--- src/rtl/sdram_cmd_ctrl.sv ---
module sdram_cmd_ctrl #(
  parameter int INIT_CYCLES  = 25000,
  parameter int REF_INTERVAL = 1950,
  parameter int T_RCD        = 3,
  parameter int T_RP         = 3,
  parameter int T_RFC        = 9,
  parameter int T_WR         = 2,
  parameter int T_MRD        = 2,
  parameter int CAS_LAT      = 3,
  parameter int BANK_W       = 2,
  parameter int ROW_W        = 12,
  parameter int COL_W        = 8,
  parameter int DATA_W       = 32
) (
  input  logic                            clk,
  input  logic                            rst_n,
  input  logic                            req_valid,
  output logic                            req_ready,
  input  logic                            req_write,
  input  logic [BANK_W+ROW_W+COL_W-1:0]   req_addr,
  input  logic [DATA_W-1:0]               req_wdata,
  output logic                            rsp_valid,
  output logic [DATA_W-1:0]               rsp_rdata,
  output logic                            sd_cke,
  output logic                            sd_cs_n,
  output logic                            sd_ras_n,
  output logic                            sd_cas_n,
  output logic                            sd_we_n,
  output logic [BANK_W-1:0]               sd_ba,
  output logic [ROW_W-1:0]                sd_a,
  output logic [DATA_W/8-1:0]             sd_dqm,
  output logic [DATA_W-1:0]               sd_dq_o,
  output logic                            sd_dq_oe,
  input  logic [DATA_W-1:0]               sd_dq_i
);

  localparam int MAXD  = (INIT_CYCLES > REF_INTERVAL) ? INIT_CYCLES : REF_INTERVAL;
  localparam int CNT_W = $clog2(MAXD + 1) + 1;
  localparam int RC_W  = $clog2(REF_INTERVAL + 1);
  localparam int MSK_W = DATA_W / 8;

  localparam logic [3:0] CMD_NOP = 4'b0111;
  localparam logic [3:0] CMD_ACT = 4'b0011;
  localparam logic [3:0] CMD_RD  = 4'b0101;
  localparam logic [3:0] CMD_WR  = 4'b0100;
  localparam logic [3:0] CMD_PRE = 4'b0010;
  localparam logic [3:0] CMD_REF = 4'b0001;
  localparam logic [3:0] CMD_MRS = 4'b0000;

  typedef enum logic [2:0] {
    ST_WAIT, ST_IPRE, ST_IREF1, ST_IREF2, ST_IMRS, ST_IDLE, ST_COL, ST_RREF
  } state_t;

  state_t               st;
  logic [CNT_W-1:0]     cnt;
  logic [RC_W-1:0]      ref_cnt;
  logic                 ref_due;
  logic [3:0]           cmd;
  logic                 wr_q;
  logic [COL_W-1:0]     col_q;
  logic [DATA_W-1:0]    wdata_q;
  logic                 wr_cyc;
  logic [CAS_LAT:0]     rd_sr;
  logic                 init_done;

  assign {sd_cs_n, sd_ras_n, sd_cas_n, sd_we_n} = cmd;
  assign init_done = (st == ST_IDLE) || (st == ST_COL) || (st == ST_RREF);
  assign req_ready = (st == ST_IDLE) && (cnt == '0) && !ref_due;
  assign sd_dqm    = (wr_cyc || rd_sr[CAS_LAT-2]) ? '0 : {MSK_W{1'b1}};

  always_ff @(posedge clk or negedge rst_n) begin
    if (!rst_n) begin
      st        <= ST_WAIT;
      cnt       <= CNT_W'(INIT_CYCLES - 1);
      ref_cnt   <= '0;
      ref_due   <= 1'b0;
      cmd       <= CMD_NOP;
      sd_cke    <= 1'b0;
      sd_ba     <= '0;
      sd_a      <= '0;
      sd_dq_o   <= '0;
      sd_dq_oe  <= 1'b0;
      wr_cyc    <= 1'b0;
      wr_q      <= 1'b0;
      col_q     <= '0;
      wdata_q   <= '0;
      rd_sr     <= '0;
      rsp_valid <= 1'b0;
      rsp_rdata <= '0;
    end else begin
      cmd      <= CMD_NOP;
      sd_cke   <= 1'b1;
      sd_dq_oe <= 1'b0;
      wr_cyc   <= 1'b0;
      rd_sr    <= {rd_sr[CAS_LAT-1:0], 1'b0};
      rsp_valid <= rd_sr[CAS_LAT];
      if (rd_sr[CAS_LAT]) rsp_rdata <= sd_dq_i;
      if (cnt != '0) cnt <= cnt - 1'b1;

      if (init_done) begin
        if (ref_cnt == RC_W'(REF_INTERVAL - 1)) begin
          ref_cnt <= '0;
          ref_due <= 1'b1;
        end else begin
          ref_cnt <= ref_cnt + 1'b1;
        end
      end

      if (cnt == '0) begin
        case (st)
          ST_WAIT, ST_IPRE: begin
            cmd  <= CMD_PRE;
            sd_a <= ROW_W'(1 << 10);
            cnt  <= CNT_W'(T_RP - 1);
            st   <= ST_IREF1;
          end
          ST_IREF1: begin
            cmd <= CMD_REF;
            cnt <= CNT_W'(T_RFC - 1);
            st  <= ST_IREF2;
          end
          ST_IREF2: begin
            cmd <= CMD_REF;
            cnt <= CNT_W'(T_RFC - 1);
            st  <= ST_IMRS;
          end
          ST_IMRS: begin
            cmd   <= CMD_MRS;
            sd_ba <= '0;
            sd_a  <= ROW_W'(CAS_LAT << 4);
            cnt   <= CNT_W'(T_MRD - 1);
            st    <= ST_IDLE;
          end
          ST_IDLE: begin
            if (ref_due) begin
              cmd  <= CMD_PRE;
              sd_a <= ROW_W'(1 << 10);
              cnt  <= CNT_W'(T_RP - 1);
              st   <= ST_RREF;
            end else if (req_valid) begin
              cmd     <= CMD_ACT;
              sd_ba   <= req_addr[BANK_W+ROW_W+COL_W-1 -: BANK_W];
              sd_a    <= req_addr[ROW_W+COL_W-1 -: ROW_W];
              col_q   <= req_addr[COL_W-1:0];
              wr_q    <= req_write;
              wdata_q <= req_wdata;
              cnt     <= CNT_W'(T_RCD - 1);
              st      <= ST_COL;
            end
          end
          ST_COL: begin
            sd_a <= ROW_W'(col_q) | ROW_W'(1 << 10);
            st   <= ST_IDLE;
            if (wr_q) begin
              cmd      <= CMD_WR;
              sd_dq_o  <= wdata_q;
              sd_dq_oe <= 1'b1;
              wr_cyc   <= 1'b1;
              cnt      <= CNT_W'(T_WR + T_RP - 1);
            end else begin
              cmd      <= CMD_RD;
              rd_sr[0] <= 1'b1;
              cnt      <= CNT_W'(CAS_LAT + T_RP - 1);
            end
          end
          ST_RREF: begin
            cmd     <= CMD_REF;
            ref_due <= 1'b0;
            cnt     <= CNT_W'(T_RFC - 1);
            st      <= ST_IDLE;
          end
          default: st <= ST_IDLE;
        endcase
      end
    end
  end

  a_r5_oe_in_write_only: assert property (@(posedge clk) disable iff (!rst_n)
    sd_dq_oe |-> (cmd == CMD_WR) && (sd_dqm == '0));

  a_r3_col_autoprecharge: assert property (@(posedge clk) disable iff (!rst_n)
    ((cmd == CMD_RD) || (cmd == CMD_WR)) |-> sd_a[10]);

  a_r4_act_before_col: assert property (@(posedge clk) disable iff (!rst_n)
    ((cmd == CMD_RD) || (cmd == CMD_WR)) |-> ($past(cmd, T_RCD) == CMD_ACT));

  a_r8_nop_after_refresh: assert property (@(posedge clk) disable iff (!rst_n)
    (cmd == CMD_REF) |=> (cmd == CMD_NOP));

  a_r6_single_rsp: assert property (@(posedge clk) disable iff (!rst_n)
    rsp_valid |=> !rsp_valid);

  a_r1_ready_after_init: assert property (@(posedge clk) disable iff (!rst_n)
    req_ready |-> sd_cke);

endmodule

--- config.mk ---
export PLATFORM = sky130hd
export DESIGN_NAME = sdram_cmd_ctrl
export DESIGN_NICKNAME = d
export VERILOG_FILES = /design/src/rtl/sdram_cmd_ctrl.sv
export SDC_FILE = /design/constraint.sdc
export NUM_CORES = 1
export LEC_CHECK = 0
export BUFFER_PORTS_ARGS = -buffer_cell sky130_fd_sc_hd__buf_2
export CAP_MARGIN = 20
export CORE_UTILIZATION = 28
export CTS_BUF_LIST = sky130_fd_sc_hd__clkbuf_8
export DETAILED_ROUTE_END_ITERATION = 16
export PLACE_DENSITY = 0.48
export SYNTH_ARGS = -nofsm -noshare
export SYNTH_HDL_FRONTEND = slang
export SYNTH_SLANG_ARGS = --single-unit
--- constraint.sdc ---
create_clock -name clk -period 5.7 [get_ports clk]
set_input_delay 1.14 -clock clk [delete_from_list [all_inputs] [get_ports clk]]
set_output_delay 1.14 -clock clk [all_outputs]
set_load 0.01 [all_outputs]
==> impl_metrics.env <==
export IMPL_grt_use_total=0.1278
export IMPL_final_cell_mix="177 x buf_2, 149 x dfrtp_1, 78 x mux2_2, 30 x mux2_4"
export IMPL_die_area_um2=24830
export IMPL_place_gp_congestion=0.7613
export IMPL_netlist_instances=492
export IMPL_p_seq_frac=0.523
export IMPL_clock_latency_ns=0.45
export IMPL_cpPeakStageDelay_ns=0.53
export IMPL_syn_area_per_cell_um2=13.77
export IMPL_ys_ff_latch=160
export IMPL_cts_htree_levels=4
export IMPL_dr_pass1_iters=4
export IMPL_pin_count=180
export IMPL_p_sw_uw=804.3
export IMPL_fin_crit_sh=0.6294
export IMPL_clk_pin_slew_ns=0.09
export IMPL_p_per_area_nw_per_um2=309.7
export IMPL_numCtsBuffers=17
export IMPL_cp_start_kind="flop"
export IMPL_worst_slew_pin_slew_ns=0.9573
export IMPL_slew_limit_headroom=0.3618
export IMPL_synth_edf_count=0
export IMPL_synth_area_um2=6776
export IMPL_synthArstFlopShare=1.000
export IMPL_ys_warn_count=0
export IMPL_outcome="finished, final reports clean"
export IMPL_path_cells="inv_1 -> ha_1 -> nor3b_1 -> and2_1 -> and3_1 -> buf_2"
export IMPL_crit_type="flop to output port"
export IMPL_drc_errors=0
export IMPL_worstHoldPathType="flop to flop"
export IMPL_finalHoldViolCount=0
export IMPL_routed_wl_um=15360
export IMPL_fin_nets=763
export IMPL_crit_path_end_kind="output port"
export IMPL_die_w_um=157.6
export IMPL_cts_root_buffer="clkbuf_8"
export IMPL_antenna_found_initial=0
export IMPL_die_h_um=157.6
export IMPL_initial_core_util=0.2870
export IMPL_grt_ovfl_total=0
export IMPL_syn_num_nets=586
export IMPL_grt_max_degree=77
export IMPL_antenna_cells=0
export IMPL_synth_main_ff_cell="dfrtp_1"
export IMPL_final_common_cell="buf_2"
export IMPL_clock_sinks=160
export IMPL_multi_input_area_um2=2580
export IMPL_seq_area_um2=4018
export IMPL_grt_pass1_vias=4671
export IMPL_peakVddDrop_v=0.0001233
export IMPL_hpwl_um=11070
export IMPL_p_clk_frac=0.333
export IMPL_fin_util=0.3568
export IMPL_hold_buffers=0
export IMPL_yosysSeqAreaShare=0.5929
export IMPL_ant_nets=0
export IMPL_intPower_uw=1805
export IMPL_yosysUniqueCellTypes=54
export IMPL_grt_pass1_wl_um=24340
export IMPL_area_delta_synth_final_pct=24.34
export IMPL_drive_gt1_frac=0.5029
export IMPL_viasPerCell=4.441
export IMPL_crit_arrival_ns=2.45
export IMPL_drtIter0Drc=155
export IMPL_nFillCells=2350
export IMPL_rows=56
export IMPL_clk_path_buf_depth=2
export IMPL_finalSetupViolCount=0
export IMPL_core_area_um2=23610
export IMPL_setup_tns_ns=0
export IMPL_maxCapViolCount=0
export IMPL_min_period_ns=3.587
export IMPL_vias=4445
export IMPL_skew_ns=0.01552
export IMPL_power_leakage_uw=0.004238
export IMPL_p_comb_frac=0.144
export IMPL_port_buffers=178
export IMPL_finalMaxSlewViolations=0
export IMPL_wire_per_inst_um=15.34
export IMPL_ctsResizeCount=0
export IMPL_cp_max_fo=13
export IMPL_post_cts_buffers=0
export IMPL_stdcell_count=1001
export IMPL_max_freq_ghz=0.2788
export IMPL_rsz0062_at_grt="false"
export IMPL_swShare=0.3082
export IMPL_dp_cells=969
export IMPL_cts_tree="built"
export IMPL_cp_required_ns=4.56
export IMPL_crit_slowest_cell="and2_1"
flip-flops by register name, indices dropped and copies added (netlist names), 2 cells and up:
register,flops
ref_cnt,11
wdata_q,32
rsp_rdata,32
col_q,8
cmd,3
sd_a,12
sd_ba,2
sd_dq_o,32
st,3
rd_sr,4
cnt,16
final timing paths:
kind                          start           end  slack, ns  depth (start not counted)
min in group asynchronous     rst_n  rsp_rdata[2]       0.70                          1
max in group asynchronous     rst_n   wdata_q[19]       3.90                          2
min                        rd_sr[2]      rd_sr[3]       0.36                          0
max reg2reg                  cnt[0]   sd_dq_o[30]       2.53                          7
min reg2reg                rd_sr[2]      rd_sr[3]       0.36                          0
max                          cnt[0]     req_ready       2.11                          6
synthesized netlist by cell type, types with 2 or more instances:
| library cell | number | area (um^2) |
|---|---|---|
| a21oi_1 | 11 | 55.05 |
| nand2_1 | 18 | 67.56 |
| mux2_1 | 8 | 90.09 |
| clkbuf_1 | 11 | 41.29 |
| nor4_1 | 4 | 25.02 |
| or3_1 | 3 | 18.77 |
| nor3_1 | 9 | 45.04 |
| a21o_1 | 2 | 15.01 |
| conb_1 | 2 | 7.510 |
| nor2b_1 | 6 | 37.54 |
| mux2_2 | 78 | 878.3 |
| dfstp_2 | 11 | 289.0 |
| a22o_1 | 7 | 61.31 |
| nand3_1 | 12 | 60.06 |
| mux2i_1 | 5 | 50.05 |
| nand2b_1 | 5 | 31.28 |
| inv_1 | 11 | 41.29 |
| and3_1 | 3 | 18.77 |
| nand4_1 | 8 | 50.05 |
| mux2_4 | 30 | 450.4 |
| buf_1 | 3 | 11.26 |
| buf_4 | 5 | 37.54 |
| nor2_1 | 18 | 67.56 |
| xnor2_1 | 9 | 78.83 |
| buf_6 | 3 | 33.78 |
| buf_2 | 6 | 30.03 |
| nor4_2 | 2 | 25.02 |
| and2_1 | 2 | 12.51 |
| o22ai_1 | 2 | 12.51 |
| nor3b_1 | 3 | 22.52 |
| o21ai_0 | 9 | 45.04 |
| dfrtp_1 | 149 | 3729 |
| a211oi_1 | 3 | 22.52 |
| xor2_1 | 6 | 52.55 |
| o31ai_1 | 6 | 45.04 |
| ha_1 | 4 | 50.05 |
stage by stage:
stage	area, um^2	hold WS, ns	total power [uW]	worst slack [ns]
finish	8426	0.3575	2609	2.113
global route	8426	0.3607	2772	1.892
CTS	8426	0.3572	2660	2.108
detailed placement	8003	0.3355	1768	2.534
global placement	7988	0.3333	1755	2.636
floorplan	6777	0.3312	1614	2.672
cell type report:
type	count	area share
flip-flops and latches	160	0.4768
multi-input cells	293	0.3062
repair buffers	186	0.1145
well taps	319	0.04737
clock buffers	17	0.02777
clock inverters	15	0.02242
inverters	11	0.004901
kinds of logic after synthesis:
family / after synthesis / share of synthesized area
AO/OA/AOI/OAI: 49 / 0.05078
XOR/XNOR: 15 / 0.01939
adder cells (fa/ha/maj): 4 / 0.007386
buffers and inverters: 39 / 0.02880
flip-flops: 160 / 0.5929
multiplexers: 121 / 0.2168
other: 2 / 0.001108
AND/OR/NAND/NOR: 102 / 0.08290
routing by layer:
layer | global-route usage | share of wire | vias to the layer above
li1 | - | - | 2095
met1 | 0.1520 | 0.45 | 2189
met2 | 0.2221 | 0.48 | 151
met3 | 0.04079 | 0.069 | 10
met4 | 0.03236 | 0.0079 | 0
met5 | 0 | 0 | -
critical path: cells and delay by family (launching register included):
kind,cells,cell delay (ns)
and+or+nand+nor,3,1.24
DFF,1,0.40
buffers and inverters,2,0.22
adders and majority gates,1,0.15
power groups by stage:
| stage | Combinational (uW) | Clock [uW] | Sequential [uW] |
|---|---|---|---|
| after floorplan | 253 | 0 | 1360 |
| after global routing | 426 | 962 | 1380 |
| after detailed placement | 382 | 0 | 1390 |
| final | 376 | 868 | 1360 |
| after CTS | 384 | 911 | 1360 |
| after global placement | 374 | 0 | 1380 |
Note: power is estimated with default switching activity, not from simulation.
